`config.mk`:
```
export PLATFORM = sky130hd
export DESIGN_NAME = spi_cmd_slave
export DESIGN_NICKNAME = d
export VERILOG_FILES = /design/src/rtl/spi_cmd_pkg.sv /design/src/rtl/spi_pin_sync.sv /design/src/rtl/spi_byte_engine.sv /design/src/rtl/spi_cmd_ctrl.sv /design/src/rtl/spi_cmd_slave.sv
export SDC_FILE = /design/constraint.sdc
export NUM_CORES = 1
export LEC_CHECK = 0
export ABC_AREA = 1
export CAP_MARGIN = 20
export CORE_UTILIZATION = 53
export DETAILED_ROUTE_END_ITERATION = 8
export DONT_BUFFER_PORTS = 1
export PLACE_DENSITY = 0.65
export SKIP_CTS_REPAIR_TIMING = 1
export SLEW_MARGIN = 20
export SYNTH_ARGS = -nofsm -noshare
export SYNTH_HDL_FRONTEND = slang
export SYNTH_SLANG_ARGS = --single-unit
```
`constraint.sdc`:
```
create_clock -name clk_i -period 3.3 [get_ports clk_i]
set_input_delay 0.165 -clock clk_i [delete_from_list [all_inputs] [get_ports clk_i]]
set_output_delay 0.165 -clock clk_i [all_outputs]
set_load 0.02 [all_outputs]
```
`src/rtl/spi_cmd_pkg.sv`:
```
package spi_cmd_pkg;

  typedef enum logic [7:0] {
    CMD_RSVD    = 8'h00,
    CMD_NOP     = 8'h01,
    CMD_SHUT    = 8'h02,
    CMD_ON      = 8'h03,
    CMD_RD_CUR  = 8'h04,
    CMD_RD_VIN  = 8'h05,
    CMD_RD_DUTY = 8'h06,
    CMD_RD_STAT = 8'h07
  } spi_cmd_e;

  function automatic int bytes_for(input int w);
    return (w + 7) / 8;
  endfunction

  function automatic int max2(input int a, input int b);
    return (a > b) ? a : b;
  endfunction

endpackage

```
`src/rtl/spi_pin_sync.sv`:
```
module spi_pin_sync #(
  parameter int           N       = 3,
  parameter int           STAGES  = 2,
  parameter logic [N-1:0] RST_VAL = '0
) (
  input  logic         clk_i,
  input  logic         rst_ni,
  input  logic [N-1:0] d_i,
  output logic [N-1:0] q_o,
  output logic [N-1:0] rise_o,
  output logic [N-1:0] fall_o
);

  for (genvar g = 0; g < N; g++) begin : g_bit
    logic [STAGES:0] chain;
    always_ff @(posedge clk_i or negedge rst_ni) begin
      if (!rst_ni) chain <= {(STAGES+1){RST_VAL[g]}};
      else         chain <= {chain[STAGES-1:0], d_i[g]};
    end
    assign q_o[g]    = chain[STAGES-1];
    assign rise_o[g] =  chain[STAGES-1] & ~chain[STAGES];
    assign fall_o[g] = ~chain[STAGES-1] &  chain[STAGES];
  end

endmodule

```
`src/rtl/spi_byte_engine.sv`:
```
module spi_byte_engine #(
  parameter int BYTE_W = 8
) (
  input  logic              clk_i,
  input  logic              rst_ni,
  input  logic              sel_i,
  input  logic              sclk_rise_i,
  input  logic              sclk_fall_i,
  input  logic              mosi_i,
  input  logic [BYTE_W-1:0] tx_next_i,
  output logic              byte_done_o,
  output logic [BYTE_W-1:0] rx_byte_o,
  output logic              load_o,
  output logic              miso_o
);

  localparam int CW = $clog2(BYTE_W);
  localparam logic [CW-1:0] LAST = CW'(BYTE_W - 1);

  logic [CW-1:0]     bit_cnt;
  logic [BYTE_W-1:0] rx_sh;
  logic [BYTE_W-1:0] tx_sh;

  assign byte_done_o = sel_i && sclk_rise_i && (bit_cnt == LAST);
  assign rx_byte_o   = {rx_sh[BYTE_W-2:0], mosi_i};
  assign load_o      = sel_i && sclk_fall_i && (bit_cnt == '0);
  assign miso_o      = tx_sh[BYTE_W-1];

  always_ff @(posedge clk_i or negedge rst_ni) begin
    if (!rst_ni) begin
      bit_cnt <= '0;
      rx_sh   <= '0;
      tx_sh   <= '0;
    end else if (!sel_i) begin
      bit_cnt <= '0;
      rx_sh   <= '0;
      tx_sh   <= '0;
    end else begin
      if (sclk_rise_i) begin
        rx_sh   <= {rx_sh[BYTE_W-2:0], mosi_i};
        bit_cnt <= (bit_cnt == LAST) ? '0 : bit_cnt + CW'(1);
      end
      if (sclk_fall_i) begin
        // first falling edge of a byte presents its MSB
        if (bit_cnt == '0) tx_sh <= tx_next_i;
        else               tx_sh <= {tx_sh[BYTE_W-2:0], 1'b0};
      end
    end
  end

endmodule

```
`src/rtl/spi_cmd_ctrl.sv`:
```
module spi_cmd_ctrl
  import spi_cmd_pkg::*;
#(
  parameter int CUR_W  = 10,
  parameter int VIN_W  = 10,
  parameter int DUTY_W = 9,
  parameter int STAT_W = 7
) (
  input  logic              clk_i,
  input  logic              rst_ni,
  input  logic              sel_i,
  input  logic              byte_done_i,
  input  logic [7:0]        rx_byte_i,
  input  logic              load_i,
  input  logic [CUR_W-1:0]  cur_i,
  input  logic [VIN_W-1:0]  vin_i,
  input  logic [DUTY_W-1:0] duty_i,
  input  logic [STAT_W-1:0] stat_i,
  output logic [7:0]        tx_next_o,
  output logic              shutdown_o,
  output logic              turn_on_o
);

  localparam int CUR_B  = bytes_for(CUR_W);
  localparam int VIN_B  = bytes_for(VIN_W);
  localparam int DUTY_B = bytes_for(DUTY_W);
  localparam int STAT_B = bytes_for(STAT_W);
  localparam int MAX_B  = max2(max2(CUR_B, VIN_B), max2(DUTY_B, STAT_B));
  localparam int HOLD_W = 8 * MAX_B;
  localparam int RW     = $clog2(MAX_B + 1);

  logic              cmd_seen;
  logic [HOLD_W-1:0] hold;
  logic [RW-1:0]     rem;
  logic [HOLD_W-1:0] shifted;
  int unsigned       idx;

  always_comb begin
    idx       = (rem == '0) ? 0 : 8 * (int'(rem) - 1);
    shifted   = hold >> idx;
    tx_next_o = (rem == '0) ? 8'h00 : shifted[7:0];
  end

  always_ff @(posedge clk_i or negedge rst_ni) begin
    if (!rst_ni) begin
      cmd_seen   <= 1'b0;
      hold       <= '0;
      rem        <= '0;
      shutdown_o <= 1'b0;
      turn_on_o  <= 1'b0;
    end else begin
      shutdown_o <= 1'b0;
      turn_on_o  <= 1'b0;
      if (!sel_i) begin
        cmd_seen <= 1'b0;
        rem      <= '0;
      end else if (byte_done_i && !cmd_seen) begin
        cmd_seen <= 1'b1;
        rem      <= '0;
        case (rx_byte_i)
          CMD_SHUT:    shutdown_o <= 1'b1;
          CMD_ON:      turn_on_o  <= 1'b1;
          CMD_RD_CUR:  begin hold <= HOLD_W'(cur_i);  rem <= RW'(CUR_B);  end
          CMD_RD_VIN:  begin hold <= HOLD_W'(vin_i);  rem <= RW'(VIN_B);  end
          CMD_RD_DUTY: begin hold <= HOLD_W'(duty_i); rem <= RW'(DUTY_B); end
          CMD_RD_STAT: begin hold <= HOLD_W'(stat_i); rem <= RW'(STAT_B); end
          default:     ;
        endcase
      end else if (load_i && cmd_seen && rem != '0) begin
        rem <= rem - RW'(1);
      end
    end
  end

endmodule

```
`src/rtl/spi_cmd_slave.sv`:
```
module spi_cmd_slave #(
  parameter int CUR_W  = 10,
  parameter int VIN_W  = 10,
  parameter int DUTY_W = 9,
  parameter int PHASES = 4,
  parameter int SYNC_STAGES = 2
) (
  input  logic              clk_i,
  input  logic              rst_ni,
  input  logic              sclk_i,
  input  logic              sel_ni,
  input  logic              mosi_i,
  output logic              miso_o,
  input  logic [CUR_W-1:0]  cur_val_i,
  input  logic [VIN_W-1:0]  vin_val_i,
  input  logic [DUTY_W-1:0] duty_val_i,
  input  logic [PHASES-1:0] oc_phase_i,
  input  logic              ov_flag_i,
  input  logic              ot_flag_i,
  input  logic              aux_flag_i,
  output logic              shutdown_o,
  output logic              turn_on_o
);

  localparam int STAT_W = PHASES + 3;

  // pin order: {select_n, sclk, mosi}
  logic [2:0] pin_q, pin_rise, pin_fall;
  logic       sel_act;
  logic       byte_done, load;
  logic [7:0] rx_byte, tx_next;
  logic [STAT_W-1:0] stat_vec;

  assign stat_vec = {oc_phase_i, ov_flag_i, ot_flag_i, aux_flag_i};
  assign sel_act  = ~pin_q[2];

  spi_pin_sync #(
    .N(3), .STAGES(SYNC_STAGES), .RST_VAL(3'b110)
  ) u_sync (
    .clk_i  (clk_i),
    .rst_ni (rst_ni),
    .d_i    ({sel_ni, sclk_i, mosi_i}),
    .q_o    (pin_q),
    .rise_o (pin_rise),
    .fall_o (pin_fall)
  );

  spi_byte_engine #(.BYTE_W(8)) u_eng (
    .clk_i       (clk_i),
    .rst_ni      (rst_ni),
    .sel_i       (sel_act),
    .sclk_rise_i (pin_rise[1]),
    .sclk_fall_i (pin_fall[1]),
    .mosi_i      (pin_q[0]),
    .tx_next_i   (tx_next),
    .byte_done_o (byte_done),
    .rx_byte_o   (rx_byte),
    .load_o      (load),
    .miso_o      (miso_o)
  );

  spi_cmd_ctrl #(
    .CUR_W(CUR_W), .VIN_W(VIN_W), .DUTY_W(DUTY_W), .STAT_W(STAT_W)
  ) u_ctrl (
    .clk_i       (clk_i),
    .rst_ni      (rst_ni),
    .sel_i       (sel_act),
    .byte_done_i (byte_done),
    .rx_byte_i   (rx_byte),
    .load_i      (load),
    .cur_i       (cur_val_i),
    .vin_i       (vin_val_i),
    .duty_i      (duty_val_i),
    .stat_i      (stat_vec),
    .tx_next_o   (tx_next),
    .shutdown_o  (shutdown_o),
    .turn_on_o   (turn_on_o)
  );

endmodule

```
Word level (Yosys, flattened, before mapping)
Index checks and enable logic that the tools add are counted.
Cells by class
  reduce and logical (&&, ||, !) cells: 18
  add/subtract/negate cells: 3
  equal/unequal tests: 7
  shift operators: 1
  muxes and demuxes: 23
  bitwise logic cells: 5
Operators with widths (number)
  $pmux W16 S4: 1
  $eq A8 B3 Y1 const B: 4
  $mux W32: 1
  $mux W8: 4
  $shr A16 B32 Y8: 1
  $eq A8 B2 Y1 const B: 2
  $mux W7: 2
  $mux W3: 3
  $mux W1: 8
  $reduce_bool A2 Y1: 4
  $logic_and A1 B1 Y1: 7
  $mux W2: 3
  $pmux W2 S2: 1
  $reduce_bool A4 Y1: 1
  $add A3 B1 Y3 const B: 1
  $eq A3 B3 Y1 const B: 1
  $logic_not A3 Y1: 1
  $not A1 Y1: 3
  $reduce_and A3 Y1: 1
  $reduce_bool A3 Y1: 1
  $reduce_or A3 Y1: 1
  $sub A2 B1 Y3 const B: 1
  $and A1 B1 Y1: 2
  $logic_not A2 Y1: 1
  other kinds (2): 2
Storage, ports and cells
  bits of input ports: 41
  logic and storage cells: 68
  flip-flop bits (word level): 46
  output and inout port bits: 3

Depth between registers and ports, before layout
Gate-level depths: netlist (run 1).
  word-level depth: 9
  gate-level depth with buffers: 10
  depth with buffers taken out: 10

Hierarchy
From an unflattened synthesis (run 1), not the netlist that was laid out.
Unflattened totals
  cell total of the unflattened synthesis: 319
  area total of the unflattened synthesis: 2386.0 sq um
By module, submodules not included
  spi_cmd_ctrl: times used 1, area each 1173.6 sq um, cells each 183
  spi_byte_engine: times used 1, area each 908.4 sq um, cells each 111
  spi_pin_sync: times used 1, area each 300.3 sq um, cells each 24
  spi_cmd_slave: times used 1, area each 3.8 sq um, cells each 1

Least setup slack after synthesis (run 1)
OpenSTA, ideal clock, no wires.
  kind: reg-to-reg
  start point: register u_eng.bit_cnt[0]
  end point: register u_ctrl.hold[7]
  cell stages (with the launch flop): 8
  clock period less this slack: 1.393 ns
  required time: 3.179 ns
  buffers on the path: 0
  slack: 1.907 ns
  arrival: 1.272 ns
  cell sequence: dfrtp_1 > ha_1 > ha_1 > nand4_4 > nor2_8 > inv_1 > nor2_1 > a21oi_2
Between the ends
  word-level cells in the longest chain between the ends: 4
RTL lines
  from (decl): RTL line spi_byte_engine.sv:20  | logic [CW-1:0] bit_cnt;
  from (signal assigned): RTL line spi_byte_engine.sv:41  | bit_cnt <= (bit_cnt == LAST) ? '0 : bit_cnt + CW'(1);
  $eq A3 B3 Y1: RTL line spi_byte_engine.sv:24  | assign byte_done_o = sel_i && sclk_rise_i && (bit_cnt == LAST);
  $logic_and A1 B1 Y1: RTL line spi_byte_engine.sv:24
  $logic_and A1 B1 Y1: RTL line spi_cmd_ctrl.sv:57  | end else if (byte_done_i && !cmd_seen) begin
  $reduce_and A3 Y1 (no line)
  to (signal assigned): RTL line spi_cmd_ctrl.sv:63  | CMD_RD_CUR: begin hold <= HOLD_W'(cur_i); rem <= RW'(CUR_B); end
  to (signal assigned): RTL line spi_cmd_ctrl.sv:64  | CMD_RD_VIN: begin hold <= HOLD_W'(vin_i); rem <= RW'(VIN_B); end
  to (signal assigned): RTL line spi_cmd_ctrl.sv:65  | CMD_RD_DUTY: begin hold <= HOLD_W'(duty_i); rem <= RW'(DUTY_B); end
  to (decl): RTL line spi_cmd_ctrl.sv:33  | logic [HOLD_W-1:0] hold;
No other way between the ends.
A chain may end at the register's enable or synchronous reset.

Worst setup path after layout (run 1)
  start point: register u_eng.rx_sh[4]
  end point: register u_ctrl.hold[6]
Between the ends
  word-level cells in the longest chain between the ends: 3
  elaborated cells on any way between the ends: 7
  classes of those cells: eq/ne (4); mux (1); reduce/logical (2)
RTL lines
  from (decl): RTL line spi_byte_engine.sv:21  | logic [BYTE_W-1:0] rx_sh;
  from (signal assigned): RTL line spi_byte_engine.sv:40  | rx_sh <= {rx_sh[BYTE_W-2:0], mosi_i};
  $eq A8 B3 Y1: RTL line spi_cmd_ctrl.sv:60  | case (rx_byte_i)
  $reduce_bool A4 Y1 (no line)
  $reduce_and A3 Y1 (no line)
Parallel ways exist; a longest one is shown, timed or not. The select of a mux whose other input is x is not followed.

==> results of run 1 <==
-- flip-flops by register name, indices dropped and copies added, names as in the netlist --
signal              flops
u_sync.g_bit.chain      7
u_eng.rx_sh             7
u_ctrl.rem              2
u_ctrl.turn_on_o        1
u_eng.bit_cnt           3
u_ctrl.hold            10
u_eng.tx_sh             8
u_ctrl.shutdown_o       1
u_ctrl.cmd_seen         1
-- worst max-delay path by stage --
stage	startpoint	endpoint	slack (ps)	cells past startpoint
floorplan	u_eng.bit_cnt[0]	u_ctrl.hold[7]	1910	7
global placement	u_eng.rx_sh[4]	u_ctrl.hold[3]	1610	8
detailed placement	u_eng.rx_sh[4]	u_ctrl.hold[6]	1570	8
CTS	u_eng.rx_sh[4]	u_ctrl.hold[6]	1570	8
global route	u_eng.rx_sh[3]	u_ctrl.hold[6]	1410	8
finish	u_eng.rx_sh[4]	u_ctrl.hold[6]	1590	8
-- power breakdown --
group | switching, W | internal (W) | leakage (nW) | total, W
logic | 0.0000345 | 0.0000155 | 0.501 | 0.0000500
registers | 0.00000489 | 0.000499 | 0.499 | 0.000504
clock network | 0.000164 | 0.000167 | 0.0510 | 0.000331
-- layout by cell type (no fill, tap or decap) --
| cell type | netlist | layout |
|---|---|---|
| a21oi_1 | 3 | 3 |
| a21oi_2 | 3 | 3 |
| dlygate4sd3_1 | 0 | 4 |
| dfrtp_1 | 35 | 35 |
| o211ai_2 | 1 | 1 |
| nor2_1 | 37 | 37 |
| a32oi_1 | 1 | 1 |
| nand4_4 | 1 | 1 |
| o21ai_0 | 7 | 7 |
| a22oi_1 | 3 | 3 |
| o21a_1 | 1 | 1 |
| clkinv_2 | 0 | 2 |
| nand2_1 | 50 | 50 |
| and3_1 | 1 | 1 |
| a22o_1 | 1 | 1 |
| inv_1 | 24 | 24 |
| nand3_1 | 29 | 29 |
| nor3_1 | 1 | 1 |
| nand4_2 | 1 | 1 |
| nand4_1 | 5 | 5 |
| buf_16 | 0 | 1 |
| a32o_1 | 1 | 1 |
| nor3_4 | 1 | 1 |
| nand3b_1 | 1 | 1 |
| nor2_8 | 1 | 1 |
| o21ai_1 | 2 | 2 |
| dfstp_2 | 5 | 5 |
| clkbuf_8 | 0 | 6 |
| o22ai_1 | 10 | 10 |
| inv_2 | 5 | 5 |
| nand2_2 | 1 | 1 |
| nor2_2 | 5 | 5 |
| ha_1 | 6 | 6 |
-- per-layer routing --
layer / track usage (%) / part of all wire [%] / wire (um) / vias up
li1: - / - / - / 836
met1: 29.4 / 49 / 1920 / 758
met2: 30.3 / 45 / 1760 / 46
met3: 5.81 / 4.7 / 183 / 3
met4: 6.11 / 1.0 / 41 / 0
met5: 0 / 0 / 0 / -
-- stage by stage --
| step | total power [W] | std cells |
|---|---|---|
| after floorplan | 0.000539 | 245 |
| after global placement | 0.000547 | 290 |
| after detailed placement | 0.000547 | 290 |
| after CTS | 0.000880 | 298 |
| after global routing | 0.000924 | 303 |
| final | 0.000885 | 303 |
-- worst max-delay path, delay by kind of cell (launching register included) --
kind | cells | cell delay (ps)
buffers and inverters | 1 | 270
AND/OR/NAND/NOR | 6 | 680
flip-flops | 1 | 380
AO/OA/AOI/OAI | 1 | 280
-- layout make-up --
type	count	area [sq um]	area share, %
clock buffers	6	82.6	3.65
clock inverters	2	10.0	0.443
inverters	29	109	4.82
multi-input cells	173	923	40.9
flip-flops and latches	40	1010	44.6
well taps	48	60.1	2.66
repair buffers	5	67.6	2.99
-- synthesized netlist by cell type (2+ instances only) --
master / n / area share (%)
nand2_1: 50 / 9.1
nor2_2: 5 / 1.5
a21oi_1: 3 / 0.73
nor2_1: 37 / 6.7
a22oi_1: 3 / 1.1
buf_4: 2 / 0.73
ha_1: 6 / 3.6
nand3_1: 29 / 7.0
o22ai_1: 10 / 3.0
nand4_1: 5 / 1.5
a21oi_2: 3 / 1.3
o21ai_0: 7 / 1.7
dfstp_2: 5 / 6.4
o21ai_1: 2 / 0.48
inv_2: 5 / 0.91
dfrtp_1: 35 / 42
inv_1: 24 / 4.4
-- kinds of logic (layout without fill, tap and decap cells) --
| logic type | count (synthesis) | after routing | synth area share, % |
|---|---|---|---|
| AOI/OAI and AO/OA | 33 | 33 | 10.6 |
| and+or+nand+nor | 134 | 134 | 30.5 |
| buffers and inverters | 32 | 42 | 6.54 |
| DFF | 40 | 40 | 48.8 |
| adders and majority gates | 6 | 6 | 3.63 |
==> metrics, run 1 <==
outcome complete, no violations; RSZ-0062 raised after global routing false; final instance area ~0.0023 sq mm; Post-synth EDFFs 0; Placed Area between 0.002 and 0.0025 sq mm; Post-Syn Nets 292; port bufs 0; crit end category flip-flop; register area share after synthesis between 40% and 50%; cells on worst reg2reg path 8; max frequency approximately 0.59 GHz; top_reg_cell synth dfrtp_1; Hold Path Cell Cnt 2; Clock Tree Root clkbuf_8; synthesized cell area 0.00207 sq mm; Die Height 64.4 um; die area just over 0.004 sq mm; worst hold start cur_val_i[7]; Initial DRC Count slightly below 100; RePlAce Congestion 0.811; R2R Setup Slk between 1500 and 2000 ps; Hold WS around 18 ps; Remaining DRCs 0; # H-tree levels 2; GRT Total Usage between 20% and 30%; I/O pins 44; CTS tree built; Detail Placement HPWL about 2.9 mm; Setup TNS 0 ps; worst slew pin tran ~680 ps; Die X around 64 um; Vias between 1,500 and 2,000; first-pass GRT wire length between 6 and 7 mm; Final Hold Vio Count 0; Nets about 300; P_leak between 1 and 1.5 nW; fraction of layout cells with a size suffix above 1 around an eighth; final-report max-slew violation count 0; fill count roughly 330; pre-CTS WS between 1500 and 2000 ps; Post-Syn Instances 245; Final Util between 60% and 70%; Initial Util 56.0%; Remaining Overflow, GRT 0; max capacitance violation total 0; FF-to-FF Start u_eng.rx_sh[4]; WL/cell 12.9 um; clk_lat worst skew approximately 290 ps; WP data arrival around 1900 ps; Core ar. about 0.0037 sq mm; Final Setup Violations 0; Hold Path End u_ctrl.hold[7]; Inserted Clock Buffers 5; required time of the worst setup path 3490 ps; CTS clk-pin slew, worst paths ~80 ps; post-route worst setup slack ~1600 ps; Post-DRT Antenna Nets 0; vias in the first global route 1,417; final cycle utilization of the critical path about 52%; CP max-delay cell dfrtp_1; Max stage delay on crit path about 380 ps; post-layout min period between 1500 and 2000 ps; FP Rows 22; asr flop ratio synth between 90% and 100%; Syn Area/Cell 8.43 sq um; initial antenna violation count 0; PwrDens 391 mW/mm^2; min-delay worst type input port to flip-flop; drt via density 5.42; P&R area growth vs syn 9.39%; worst path cell trace nor2_1 -> nand2_1 -> inv_2 -> o211ai_2 -> nand2_1 -> nand2_1 -> nor2_1 -> nor2_1; Max Buffers Root-to-Sink 2; VDD IR max 0.294 mV; Ys Warns 0; register bit total from synthesis 40; wirelength, routed slightly below 4 mm; CP max FO 21; Reg-to-Reg End u_ctrl.hold[6]; crit path launch type flip-flop; Clock Skews 7.73 ps; Antenna Cells 0; Slew HR 54.6%; Crit Path Class flip-flop to flip-flop; largest net degree at the start of global routing 41; clk sinks 40; DRT Pass-1 Iters 4; Yosys cell types 31
Note: power is estimated with default switching activity, not from simulation.
==> inputs of run 2 (changes only) <==
--- a/config.mk
+++ b/config.mk
@@ -10,7 +10,7 @@
 export CORE_UTILIZATION = 53
 export DETAILED_ROUTE_END_ITERATION = 8
 export DONT_BUFFER_PORTS = 1
-export PLACE_DENSITY = 0.65
+export PLACE_DENSITY = 0.68
 export SKIP_CTS_REPAIR_TIMING = 1
 export SLEW_MARGIN = 20
 export SYNTH_ARGS = -nofsm -noshare
==> constraint.sdc (replaced) <==
create_clock -name clk_i -period 1.5 [get_ports clk_i]
set_input_delay 0.075 -clock clk_i [delete_from_list [all_inputs] [get_ports clk_i]]
set_output_delay 0.075 -clock clk_i [all_outputs]
set_load 0.02 [all_outputs]
==> metrics, run 2 (synthesis results as in run 1) <==
RSZ-0062 raised after global routing true; R2R Setup Slk -30 ps (-1620 ps); WP data arrival 1710 ps (-190 ps); Antenna Cells 0 (unchanged); non-filler cells, final 321 (+5.9%); Seq. cell area 0.00101 sq mm (unchanged); P_leak 1.14 nW (+8.3%); Max Buffers Root-to-Sink 2 (unchanged); final-report max-slew violation count 0 (unchanged); Core ar. 0.00369 sq mm (unchanged); Final Hold Vio Count 0 (unchanged); vias in the first global route 1,568 (+11%); Crit Path Class flip-flop to flip-flop; fraction of layout cells with a size suffix above 1 23.8% (+11 points); Reg-to-Reg End u_ctrl.hold[0]; crit path launch type flip-flop; drt via density 5.31 (-2.0%); Die Height 64.4 um (unchanged); worst hold start cur_val_i[6]; initial antenna violation count 0 (unchanged); RePlAce Congestion 0.807 (-0.46%); wirelength, routed 4.26 mm (+9.0%); Placed Instances 301 (+3.8%); final cycle utilization of the critical path 102% (+50 points); fill count 303 (-8.7%); worst path cell trace inv_2 -> nor2_4 -> nand4_4 -> nor2_4 -> nand3_1 -> nor2_1 -> nor2_1; Largest register FFs 10 (unchanged); Slew HR 75.7% (+21 points); # H-tree levels 2 (unchanged); I/O pins 44 (unchanged); Nets 319 (+6.0%); crit end category flip-flop; Remaining DRCs 0 (unchanged); CP max-delay cell dfstp_2; commonest non-fill, non-tap cells in the layout nand2_1, dfrtp_1, nor2_1; first-pass GRT wire length 6.99 mm (+7.3%); CTS clk-pin slew, worst paths 70 ps (about the same); WL/cell 13.3 um (+2.9%); required time of the worst setup path 1680 ps (-1810 ps); CP max FO 5 (-76%); Detail Placement HPWL 2.95 mm (+3.5%); Vias 1,705 (+3.8%); post-route worst setup slack -28.4 ps (-1620 ps); CTS tree built; PwrDens 809 mW/mm^2 (+110%); Hold Path End u_ctrl.hold[6]; Die X 64.4 um (unchanged); max capacitance violation total 0 (unchanged); largest net degree at the start of global routing 41 (unchanged); Initial DRC Count 81 (-16%); Hold WS 16.4 ps (-1.50 ps); Inserted Clock Buffers 5 (unchanged); min-delay worst type input port to flip-flop; port bufs 0 (unchanged); Clock Tree Root clkbuf_8; commonest non-fill, non-tap cell in the layout nand2_1; cells on worst reg2reg path 7 (-1); Max stage delay on crit path 550 ps (+170 ps); clk sinks 40 (unchanged); max frequency 0.654 GHz (+12%); multi-input logic area 0.00102 sq mm (+11%); FF-to-FF Start u_sync.g_bit[1].chain[1]; Hold Path Cell Cnt 4 (+2); post-layout min period 1530 ps (-177 ps); Post-DRT Antenna Nets 0 (unchanged); Top Registers u_ctrl.hold x10, u_eng.tx_sh x8; die area 0.00415 sq mm (unchanged); failing checks negative setup slack; Remaining Overflow, GRT 0 (unchanged); clk_lat worst skew 290 ps (about the same); P&R area growth vs syn 21.3%; outcome finished, violations left; Biggest register u_ctrl.hold; FP Rows 22 (unchanged); worst slew pin tran 363 ps (-313 ps); VDD IR max 0.430 mV (+46%); DRT Pass-1 Iters 4 (unchanged); GRT Total Usage 21.8% (+1.2 points); Final Setup Violations 3 (+3); Clock Skews 5.83 ps (-1.90 ps); Initial Util 56.0% (unchanged)
run 2: changes by cell type in the layout (fill, tap and decap cells not counted), moves of 3 or more:
cell           delta
inv_1             -4
nor2_2            +4
dlygate4sd3_1     +3
buf_4            +11
nor2_1            -8
inv_2             +4
nor2_4            +5
run 2: layer usage:
| metal | vias to the layer above | share of wire, % | routed length [um] | track usage, % |
|---|---|---|---|---|
| met1 | 794 | 50 | 2120 | 30.3 |
| met5 | - | 0 | 0 | 0 |
| met3 | 7 | 3.4 | 146 | 5.46 |
| li1 | 870 | - | - | - |
| met2 | 34 | 45 | 1930 | 33.0 |
| met4 | 0 | 1.3 | 57 | 7.50 |
run 2: worst max-delay path, delay by kind of cell (launching register included):
family | cells | cell delay [ps]
AND/OR/NAND/NOR | 6 | 810
flip-flops | 1 | 550
buffers and inverters | 1 | 50
run 2: per-stage QoR:
stage / power, W / utilization, % / worst slack, ps / instance area, sq um / TNS [ps]
after floorplan: 0.00119 / - / 107 / 2070 / 0
after global placement: 0.00121 / 59.2 / 38.6 / 2180 / 0
after detailed placement: 0.00121 / 59.2 / 19.8 / 2180 / 0
after CTS: 0.00199 / 61.9 / -11.7 / 2280 / -24.7
after global routing: 0.00211 / 67.9 / -110 / 2500 / -1040
final: 0.00203 / 67.9 / -28.4 / 2500 / -38.6
run 2: worst max-delay path by stage:
stage	from	endpoint	slack [ps]	cells past startpoint
after global placement	u_eng.bit_cnt[0]	u_ctrl.hold[7]	40	7
after CTS	u_eng.bit_cnt[0]	u_ctrl.hold[8]	-10	7
final	u_sync.g_bit[1].chain[1]	u_ctrl.hold[0]	-30	7
after global routing	u_sync.g_bit[1].chain[1]	u_ctrl.turn_on_o	-110	7
after floorplan	u_eng.bit_cnt[0]	u_ctrl.hold[7]	110	7
after detailed placement	u_eng.bit_cnt[0]	u_ctrl.hold[8]	20	7
run 2: layout make-up:
class                           instances  share of cell area (%)
Multi-Input combinational cell        174                    40.8
Timing Repair Buffer                   22                    8.29
Inverter                               29                    4.35
Sequential cell                        40                    40.2
Tap cell                               48                    2.40
Clock buffer                            8                    4.00
run 2: where the power goes:
group	total [W]	internal [W]	switching [W]	leakage, nW
combinational	0.000146	0.0000598	0.0000857	0.587
clock	0.000769	0.000420	0.000349	0.0515
sequential	0.00111	0.00110	0.0000141	0.499
